--- src/rtl/i2cs_pkg.sv ---
package i2cs_pkg;
  typedef enum logic [2:0] {S_IDLE, S_ADDR, S_RX, S_TX, S_ERR} eng_state_t;

  typedef struct packed {
    logic scl_rise;
    logic scl_fall;
    logic start;
    logic stop;
    logic sda;
  } bus_evt_t;

  localparam logic [7:0] ST_NONE        = 8'hF8;
  localparam logic [7:0] ST_BUSERR      = 8'h00;
  localparam logic [7:0] ST_RX_OWN      = 8'h60;
  localparam logic [7:0] ST_RX_OWN_AL   = 8'h68;
  localparam logic [7:0] ST_RX_GC       = 8'h70;
  localparam logic [7:0] ST_RX_GC_AL    = 8'h78;
  localparam logic [7:0] ST_RX_DAT_ACK  = 8'h80;
  localparam logic [7:0] ST_RX_DAT_NAK  = 8'h88;
  localparam logic [7:0] ST_GC_DAT_ACK  = 8'h90;
  localparam logic [7:0] ST_GC_DAT_NAK  = 8'h98;
  localparam logic [7:0] ST_END         = 8'hA0;
  localparam logic [7:0] ST_TX_OWN      = 8'hA8;
  localparam logic [7:0] ST_TX_OWN_AL   = 8'hB0;
  localparam logic [7:0] ST_TX_ACK      = 8'hB8;
  localparam logic [7:0] ST_TX_NAK      = 8'hC0;
  localparam logic [7:0] ST_TX_LAST     = 8'hC8;
endpackage

--- src/rtl/i2cs_glitch_filter.sv ---
module i2cs_glitch_filter #(
  parameter int FILT_LEN = 4
) (
  input  logic clk,
  input  logic rst_n,
  input  logic raw,
  output logic filt
);
  localparam int CW = (FILT_LEN > 2) ? $clog2(FILT_LEN) : 1;

  logic [1:0]    sync_q;
  logic [CW-1:0] cnt_q, cnt_d;
  logic          filt_q, filt_d;

  always_comb begin
    filt_d = filt_q;
    cnt_d  = '0;
    if (sync_q[1] != filt_q) begin
      if (cnt_q == CW'(FILT_LEN - 1)) begin
        filt_d = sync_q[1];
      end else begin
        cnt_d = cnt_q + CW'(1);
      end
    end
  end

  always_ff @(posedge clk or negedge rst_n) begin
    if (!rst_n) begin
      sync_q <= 2'b11;
      cnt_q  <= '0;
      filt_q <= 1'b1;
    end else begin
      sync_q <= {sync_q[0], raw};
      cnt_q  <= cnt_d;
      filt_q <= filt_d;
    end
  end

  assign filt = filt_q;

  assert_filter_follows_R13: assert property (@(posedge clk) disable iff (!rst_n)
    (filt_q != $past(filt_q)) |-> (filt_q == $past(sync_q[1])));
endmodule

--- src/rtl/i2cs_cond_detect.sv ---
module i2cs_cond_detect
  import i2cs_pkg::*;
(
  input  logic     clk,
  input  logic     rst_n,
  input  logic     scl_f,
  input  logic     sda_f,
  output bus_evt_t evt
);
  logic scl_q, sda_q;

  always_ff @(posedge clk or negedge rst_n) begin
    if (!rst_n) begin
      scl_q <= 1'b1;
      sda_q <= 1'b1;
    end else begin
      scl_q <= scl_f;
      sda_q <= sda_f;
    end
  end

  always_comb begin
    evt.scl_rise = scl_f & ~scl_q;
    evt.scl_fall = ~scl_f & scl_q;
    evt.start    = scl_f & scl_q & sda_q & ~sda_f;
    evt.stop     = scl_f & scl_q & ~sda_q & sda_f;
    evt.sda      = sda_f;
  end
endmodule

--- src/rtl/i2cs_slave_fsm.sv ---
module i2cs_slave_fsm
  import i2cs_pkg::*;
(
  input  logic       clk,
  input  logic       rst_n,
  input  bus_evt_t   evt,
  input  logic       enable,
  input  logic       ack_en,
  input  logic [7:0] addr_reg,
  input  logic       arb_lost,
  input  logic       tx_wr,
  input  logic [7:0] tx_byte,
  input  logic       irq_clr,
  input  logic       stop_req,
  output logic       scl_low,
  output logic       sda_low,
  output logic       irq,
  output logic [7:0] status,
  output logic [7:0] rx_byte,
  output logic       bus_busy
);
  eng_state_t state_q, state_d;
  logic [3:0] cnt_q, cnt_d;
  logic [7:0] sh_q, sh_d, stat_q, stat_d;
  logic drv_q, drv_d, si_q, si_d, hold_q, hold_d, busy_q, busy_d;
  logic gc_q, gc_d, ackd_q, ackd_d, mack_q, mack_d, last_q, last_d;
  logic addressed, past_edge, own_hit, gc_hit;

  assign addressed = (state_q == S_RX) || (state_q == S_TX);
  assign past_edge = (cnt_q > 4'd1);
  assign own_hit   = (sh_q[7:1] == addr_reg[7:1]);
  assign gc_hit    = addr_reg[0] && (sh_q == 8'h00);

  always_comb begin
    state_d = state_q; cnt_d = cnt_q; sh_d = sh_q; stat_d = stat_q;
    drv_d = drv_q; si_d = si_q; hold_d = hold_q; busy_d = busy_q;
    gc_d = gc_q; ackd_d = ackd_q; mack_d = mack_q; last_d = last_q;
    if (!enable) begin
      state_d = S_IDLE; cnt_d = '0; drv_d = 1'b0; si_d = 1'b0;
      hold_d = 1'b0; stat_d = ST_NONE; busy_d = 1'b0;
    end else if (stop_req) begin
      state_d = S_IDLE; cnt_d = '0; drv_d = 1'b0; hold_d = 1'b0; busy_d = 1'b0;
    end else if (state_q == S_ERR) begin
      if (evt.start) busy_d = 1'b1;
      if (evt.stop)  busy_d = 1'b0;
    end else if (evt.start || evt.stop) begin
      busy_d = evt.start; cnt_d = '0; drv_d = 1'b0;
      state_d = evt.start ? S_ADDR : S_IDLE;
      if (addressed) begin
        si_d = 1'b1; hold_d = 1'b0;
        if (past_edge) begin
          state_d = S_ERR; stat_d = ST_BUSERR;
        end else begin
          stat_d = ST_END;
        end
      end
    end else if (evt.scl_rise && state_q != S_IDLE) begin
      if (cnt_q < 4'd8) begin
        sh_d  = {sh_q[6:0], evt.sda};
        cnt_d = cnt_q + 4'd1;
      end else begin
        cnt_d  = 4'd9;
        mack_d = ~evt.sda;
      end
    end else if (evt.scl_fall && state_q != S_IDLE) begin
      unique case (state_q)
        S_ADDR: begin
          if (cnt_q == 4'd8) begin
            if (ack_en && (own_hit || gc_hit)) begin
              drv_d = 1'b1; gc_d = ~own_hit;
            end else begin
              state_d = S_IDLE; cnt_d = '0;
            end
          end else if (cnt_q == 4'd9) begin
            drv_d = 1'b0; cnt_d = '0; si_d = 1'b1; hold_d = 1'b1;
            if (sh_q[0]) begin
              state_d = S_TX;
              stat_d  = arb_lost ? ST_TX_OWN_AL : ST_TX_OWN;
            end else begin
              state_d = S_RX;
              if (gc_q) stat_d = arb_lost ? ST_RX_GC_AL  : ST_RX_GC;
              else      stat_d = arb_lost ? ST_RX_OWN_AL : ST_RX_OWN;
            end
          end
        end
        S_RX: begin
          if (cnt_q == 4'd8) begin
            drv_d = ack_en; ackd_d = ack_en;
          end else if (cnt_q == 4'd9) begin
            drv_d = 1'b0; cnt_d = '0; si_d = 1'b1; hold_d = 1'b1;
            if (gc_q) stat_d = ackd_q ? ST_GC_DAT_ACK : ST_GC_DAT_NAK;
            else      stat_d = ackd_q ? ST_RX_DAT_ACK : ST_RX_DAT_NAK;
            if (!ackd_q) state_d = S_IDLE;
          end
        end
        S_TX: begin
          if (cnt_q == 4'd8) begin
            drv_d = 1'b0;
          end else if (cnt_q == 4'd9) begin
            cnt_d = '0; si_d = 1'b1; hold_d = 1'b1;
            stat_d = !mack_q ? ST_TX_NAK : (last_q ? ST_TX_LAST : ST_TX_ACK);
            if (!mack_q || last_q) state_d = S_IDLE;
          end else if (cnt_q != 4'd0) begin
            drv_d = ~sh_q[7];
          end
        end
        default: ;
      endcase
    end
    if (enable && tx_wr) sh_d = tx_byte;
    if (enable && irq_clr && si_q) begin
      si_d = 1'b0; hold_d = 1'b0; stat_d = ST_NONE;
      if (state_d == S_TX && hold_q) begin
        drv_d  = ~sh_d[7];
        last_d = ~ack_en;
      end
    end
  end

  always_ff @(posedge clk or negedge rst_n) begin
    if (!rst_n) begin
      state_q <= S_IDLE; cnt_q <= '0; sh_q <= '0; stat_q <= ST_NONE;
      drv_q <= 1'b0; si_q <= 1'b0; hold_q <= 1'b0; busy_q <= 1'b0;
      gc_q <= 1'b0; ackd_q <= 1'b0; mack_q <= 1'b0; last_q <= 1'b0;
    end else begin
      state_q <= state_d; cnt_q <= cnt_d; sh_q <= sh_d; stat_q <= stat_d;
      drv_q <= drv_d; si_q <= si_d; hold_q <= hold_d; busy_q <= busy_d;
      gc_q <= gc_d; ackd_q <= ackd_d; mack_q <= mack_d; last_q <= last_d;
    end
  end

  assign scl_low  = si_q & hold_q;
  assign sda_low  = drv_q;
  assign irq      = si_q;
  assign status   = stat_q;
  assign rx_byte  = sh_q;
  assign bus_busy = busy_q;

  assert_hold_needs_irq_R11: assert property (@(posedge clk) disable iff (!rst_n)
    hold_q |-> si_q);
  assert_idle_status_R11: assert property (@(posedge clk) disable iff (!rst_n)
    !si_q |-> (stat_q == ST_NONE));
  assert_err_release_R9: assert property (@(posedge clk) disable iff (!rst_n)
    (state_q == S_ERR) |-> (!drv_q && !hold_q));
  assert_recover_R10: assert property (@(posedge clk) disable iff (!rst_n)
    (enable && stop_req) |=> (state_q == S_IDLE && !busy_q && !drv_q));
  assert_start_busy_R12: assert property (@(posedge clk) disable iff (!rst_n)
    (enable && !stop_req && evt.start) |=> busy_q);
endmodule

--- src/rtl/i2c_slave_engine.sv ---
module i2c_slave_engine
  import i2cs_pkg::*;
#(
  parameter int FILT_LEN = 4
) (
  input  logic       clk,
  input  logic       rst_n,
  input  logic       scl_in,
  input  logic       sda_in,
  output logic       scl_low,
  output logic       sda_low,
  input  logic       enable,
  input  logic       ack_en,
  input  logic [7:0] addr_reg,
  input  logic       arb_lost,
  input  logic       tx_wr,
  input  logic [7:0] tx_byte,
  output logic [7:0] rx_byte,
  input  logic       irq_clr,
  input  logic       stop_req,
  output logic       irq,
  output logic [7:0] status,
  output logic       bus_busy
);
  localparam int NLINES = 2;

  logic [1:0]        rst_sync_q;
  logic              rst_n_s;
  logic [NLINES-1:0] raw_lines, filt_lines;
  bus_evt_t          evt;

  always_ff @(posedge clk or negedge rst_n) begin
    if (!rst_n) rst_sync_q <= 2'b00;
    else        rst_sync_q <= {rst_sync_q[0], 1'b1};
  end
  assign rst_n_s = rst_sync_q[1];

  assign raw_lines = {scl_in, sda_in};

  for (genvar g = 0; g < NLINES; g++) begin : g_filt
    i2cs_glitch_filter #(.FILT_LEN(FILT_LEN)) u_filt (
      .clk(clk), .rst_n(rst_n_s), .raw(raw_lines[g]), .filt(filt_lines[g]));
  end

  i2cs_cond_detect u_det (
    .clk(clk), .rst_n(rst_n_s), .scl_f(filt_lines[1]), .sda_f(filt_lines[0]),
    .evt(evt));

  i2cs_slave_fsm u_fsm (
    .clk(clk), .rst_n(rst_n_s), .evt(evt), .enable(enable), .ack_en(ack_en),
    .addr_reg(addr_reg), .arb_lost(arb_lost), .tx_wr(tx_wr), .tx_byte(tx_byte),
    .irq_clr(irq_clr), .stop_req(stop_req), .scl_low(scl_low), .sda_low(sda_low),
    .irq(irq), .status(status), .rx_byte(rx_byte), .bus_busy(bus_busy));
endmodule

--- config.mk ---
export PLATFORM = sky130hd
export DESIGN_NAME = i2c_slave_engine
export DESIGN_NICKNAME = d
export VERILOG_FILES = /design/src/rtl/i2cs_pkg.sv /design/src/rtl/i2cs_glitch_filter.sv /design/src/rtl/i2cs_cond_detect.sv /design/src/rtl/i2cs_slave_fsm.sv /design/src/rtl/i2c_slave_engine.sv
export SDC_FILE = /design/constraint.sdc
export NUM_CORES = 1
export LEC_CHECK = 0
export BUFFER_PORTS_ARGS = -buffer_cell sky130_fd_sc_hd__buf_2
export CAP_MARGIN = 0
export CELL_PAD_IN_SITES_DETAIL_PLACEMENT = 1
export CELL_PAD_IN_SITES_GLOBAL_PLACEMENT = 2
export CORE_ASPECT_RATIO = 0.6
export CORE_MARGIN = 1
export CORE_UTILIZATION = 34
export DETAILED_ROUTE_END_ITERATION = 8
export GPL_TIMING_DRIVEN = 0
export HOLD_SLACK_MARGIN = 0.02
export MAX_ROUTING_LAYER = met4
export PLACE_DENSITY_LB_ADDON = 0.1
export SLEW_MARGIN = 40
export SYNTH_ARGS = -nofsm -noshare
export SYNTH_HDL_FRONTEND = slang
export SYNTH_SLANG_ARGS = --single-unit
--- constraint.sdc ---
create_clock -name clk -period 1.7 [get_ports clk]
set_clock_uncertainty 0.2 [all_clocks]
set_input_delay 0.34 -clock clk [delete_from_list [all_inputs] [get_ports clk]]
set_output_delay 0.34 -clock clk [all_outputs]
set_load 0.005 [all_outputs]
==> out/metrics.csv <==
stage;metric;value;unit
floorplanning;die width;113.4;um
floorplanning;area of the core;0.006935;mm^2
synthesis;Gate Count Post-Synth;265;
drt;Vias;2318;
sta;Final Setup Violations;24;
finish;n_diodes;0;
power_and_ir_drop;PwrDens;987.4;mW/mm^2
floorplanning;IO Pins;46;
finish;share of cells above drive strength 1;50.83;%
drt;DRC Markers;0;
synthesis;Netlist cell types;55;
floorplanning;Die ar.;0.007812;mm^2
sta;Hold Vio Cnt, Final;0;
finish;Layout Nets;393;
synthesis;EDFF count, synth;0;
critical_path;R2R Path Start;u_fsm.rx_byte[0];
critical_path;Startpoint Class;flip-flop;
critical_path;slowest stage cell, crit path;dfrtp_2;
sta;fin. max-slew vios;0;
critical_path;RR Endpoint;u_fsm.sda_low;
clocking;CTS buffer count;5;
drt;DRT iter0 DRCs;105;
drt;DR pass1 iterations;4;
clocking;clock transition at the registers of the reported paths;0.07;ns
critical_path;Reg2Reg Depth;6;
drt;Routed Antenna Nets;0;
global_route;initial antenna violation count;0;
sta;min Tclk post-route;2.198;ns
finish;P&R area growth vs syn;48.69;%
finish;Final Core Density;54.32;%
synthesis;Async SR Flop Fraction;100.0;%
sta;Fin Setup TNS;-6.257;ns
critical_path;critical path type;reg -> reg;
critical_path;reg2reg setup slack;-0.50;ns
power_and_ir_drop;Static Leak;0.001605;uW
floorplanning;Initial Utilization;36.53;%
synthesis;synthesized area;0.002534;mm^2
global_route;GRT overflow;0;
place;I/O Buffers;42;
synthesis;synth warn;0;
clocking;H-tree depth;2;
worst_hold_path;worst hold-check path type;reg -> async;
critical_path;critical-path maximum fanout;9;
clocking;Root Buffer;clkbuf_16;
critical_path;CP cell instances;nor4_2 > and4_1 > a31oi_4 > o211ai_1 > nand4_1 > mux2i_1;
flow_run;# Max-Cap Violations;0;
sta;Final WS setup;-0.4976;ns
floorplanning;FP Rows;23;
global_route;largest net degree at the start of global routing;22;
synthesis;Synth Flop Type;dfrtp_1;
drt;routed len/inst;17.81;um
drt;Routed WL;8226;um
critical_path;CP Capture Type;flip-flop;
clocking;clk_lat worst skew;0.30;ns
finish;commonest cells after routing, fill and taps aside;43 x buf_2, 40 x buf_4, 21 x nand2_1, 21 x dfrtp_1, 17 x nor2_1;
global_route;vias in the first global route;2318;
status;status;complete, but fails checks;
synthesis;synthesized flop and latch total;42;
clocking;CTS Buffer Depth;2;
sta;fin crit share;129.3;%
finish;most common cell after layout, fill and taps aside;buf_2;
global_route;first-pass GRT wire length;12530;um
critical_path;Critical Path AT;2.20;ns
sta;fmax;0.4550;GHz
clocking;CTS tree;done;
global_route;Overall Global Routing Usage;22.59;%
sta;RSZ-0062 raised after global routing;yes;
floorplanning;die span in y;68.87;um
synthesis;syn avg cell area;9.561;um^2
critical_path;Slowest Stage Delay on Critical Path;0.48;ns
critical_path;Critical Path RT;1.70;ns
status;failing checks;setup timing;
synthesis;Seq/Total Area, Yosys;42.12;%
clocking;total clock sinks;42;
drt;Vias/cell;5.017;
power_and_ir_drop;Worst VDD drop;655.8;uV
place;RePlAce Congestion;0.8120;
place;DP HPWL;5535;um
## state kept, by name, indices dropped and copies added, names as in the netlist, 2 cells and up
| register | flops |
|---|---|
| g_filt.u_filt.cnt_q | 4 |
| u_fsm.status | 5 |
| u_fsm.state_q | 3 |
| rst_sync_q | 2 |
| u_fsm.cnt_q | 4 |
| g_filt.u_filt.sync_q | 4 |
| u_fsm.rx_byte | 8 |
| g_filt.u_filt.filt | 2 |
## cell families (layout without fill, tap and decap cells)
| group | after synthesis | after routing | share of synthesized area [%] |
|---|---|---|---|
| compound gates | 59 | 59 | 15.36 |
| xor+xnor | 11 | 11 | 3.803 |
| fa+ha+maj | 6 | 6 | 2.963 |
| buf+inv | 22 | 117 | 4.445 |
| flops | 42 | 42 | 42.12 |
| mux | 23 | 23 | 9.531 |
| other cells | 2 | 4 | 0.2964 |
| simple gates | 100 | 100 | 21.48 |
## per-stage QoR
step	hold WS (ns)	setup slack (ns)	power [uW]	std cells	area, um^2
after CTS	0.03933	-0.4445	3591	445	3528
after floorplan	-0.1556	-0.2992	1955	267	2660
final	0.02720	-0.4976	3720	462	3767
after global placement	-0.07510	-0.6260	2223	409	2995
after detailed placement	-0.07280	-0.6856	2267	410	3027
after global routing	0.05754	-0.6063	3927	462	3767
## timing repair
| item | 4_1_cts | 5_1_grt |
|---|---|---|
| pin swaps | 14 | 13 |
| endpoints found under the hold margin | 4 | 0 |
| gates cloned | 0 | 0 |
| hold buffers | 3 | 0 |
| setup buffers | 25 | 19 |
| endpoints found under the setup margin | 28 | 25 |
| resized for setup | 38 | 28 |
## area by class of cell
class	count	area, um^2
Fill cell	788	3168
Multi-Input combinational cell	203	1645
Sequential cell	42	1080
Timing Repair Buffer	89	621.8
Clock buffer	5	125.1
Tap cell	100	125.1
Buffer	13	115.1
Inverter	7	28.78
Clock inverter	3	26.28
## Yosys cell counts (all sizes together) (7+ instances only)
library cell | number | share of area [%]
mux2i | 14 | 5.5
nor3 | 12 | 2.4
nor2 | 19 | 2.9
dfstp | 13 | 13
inv | 7 | 1.0
nand2 | 23 | 3.4
mux2 | 9 | 4.0
nand2b | 10 | 2.8
o21ai | 21 | 4.4
buf | 11 | 2.8
nor2b | 8 | 2.0
xor2 | 9 | 3.1
a21oi | 15 | 3.1
dfrtp | 29 | 29
## worst max path at each step
stage	from	to	slack (ns)	depth (start not counted)
floorplan	g_filt[0].u_filt.filt	u_fsm.status[3]	-0.30	8
global placement	u_fsm.rx_byte[3]	u_fsm.cnt_q[2]	-0.63	6
detailed placement	u_fsm.rx_byte[3]	u_fsm.cnt_q[2]	-0.69	6
CTS	u_fsm.rx_byte[2]	u_fsm.sda_low	-0.44	7
global route	u_fsm.rx_byte[1]	u_fsm.sda_low	-0.61	7
finish	u_fsm.rx_byte[0]	u_fsm.sda_low	-0.50	6
## power by group
| part | switching, uW | internal [uW] | total [uW] |
|---|---|---|---|
| logic | 658 | 691 | 1350 |
| clock network | 455 | 561 | 1020 |
| registers | 150 | 1200 | 1350 |
## metal layers
layer	global-route usage [%]	vias up	wire length [um]
met4	7.237	0	78
li1	-	1134	-
met1	31.69	1131	4295
met3	4.458	7	264
met5	-	-	0
met2	32.75	46	3587
## critical path, delay by kind of cell (launching register included)
family	cells	cell delay, ns
muxes	1	0.26
and+or+nand+nor	3	0.83
AOI/OAI and AO/OA	2	0.33
DFF	1	0.48
Note: power is estimated with default switching activity, not from simulation.
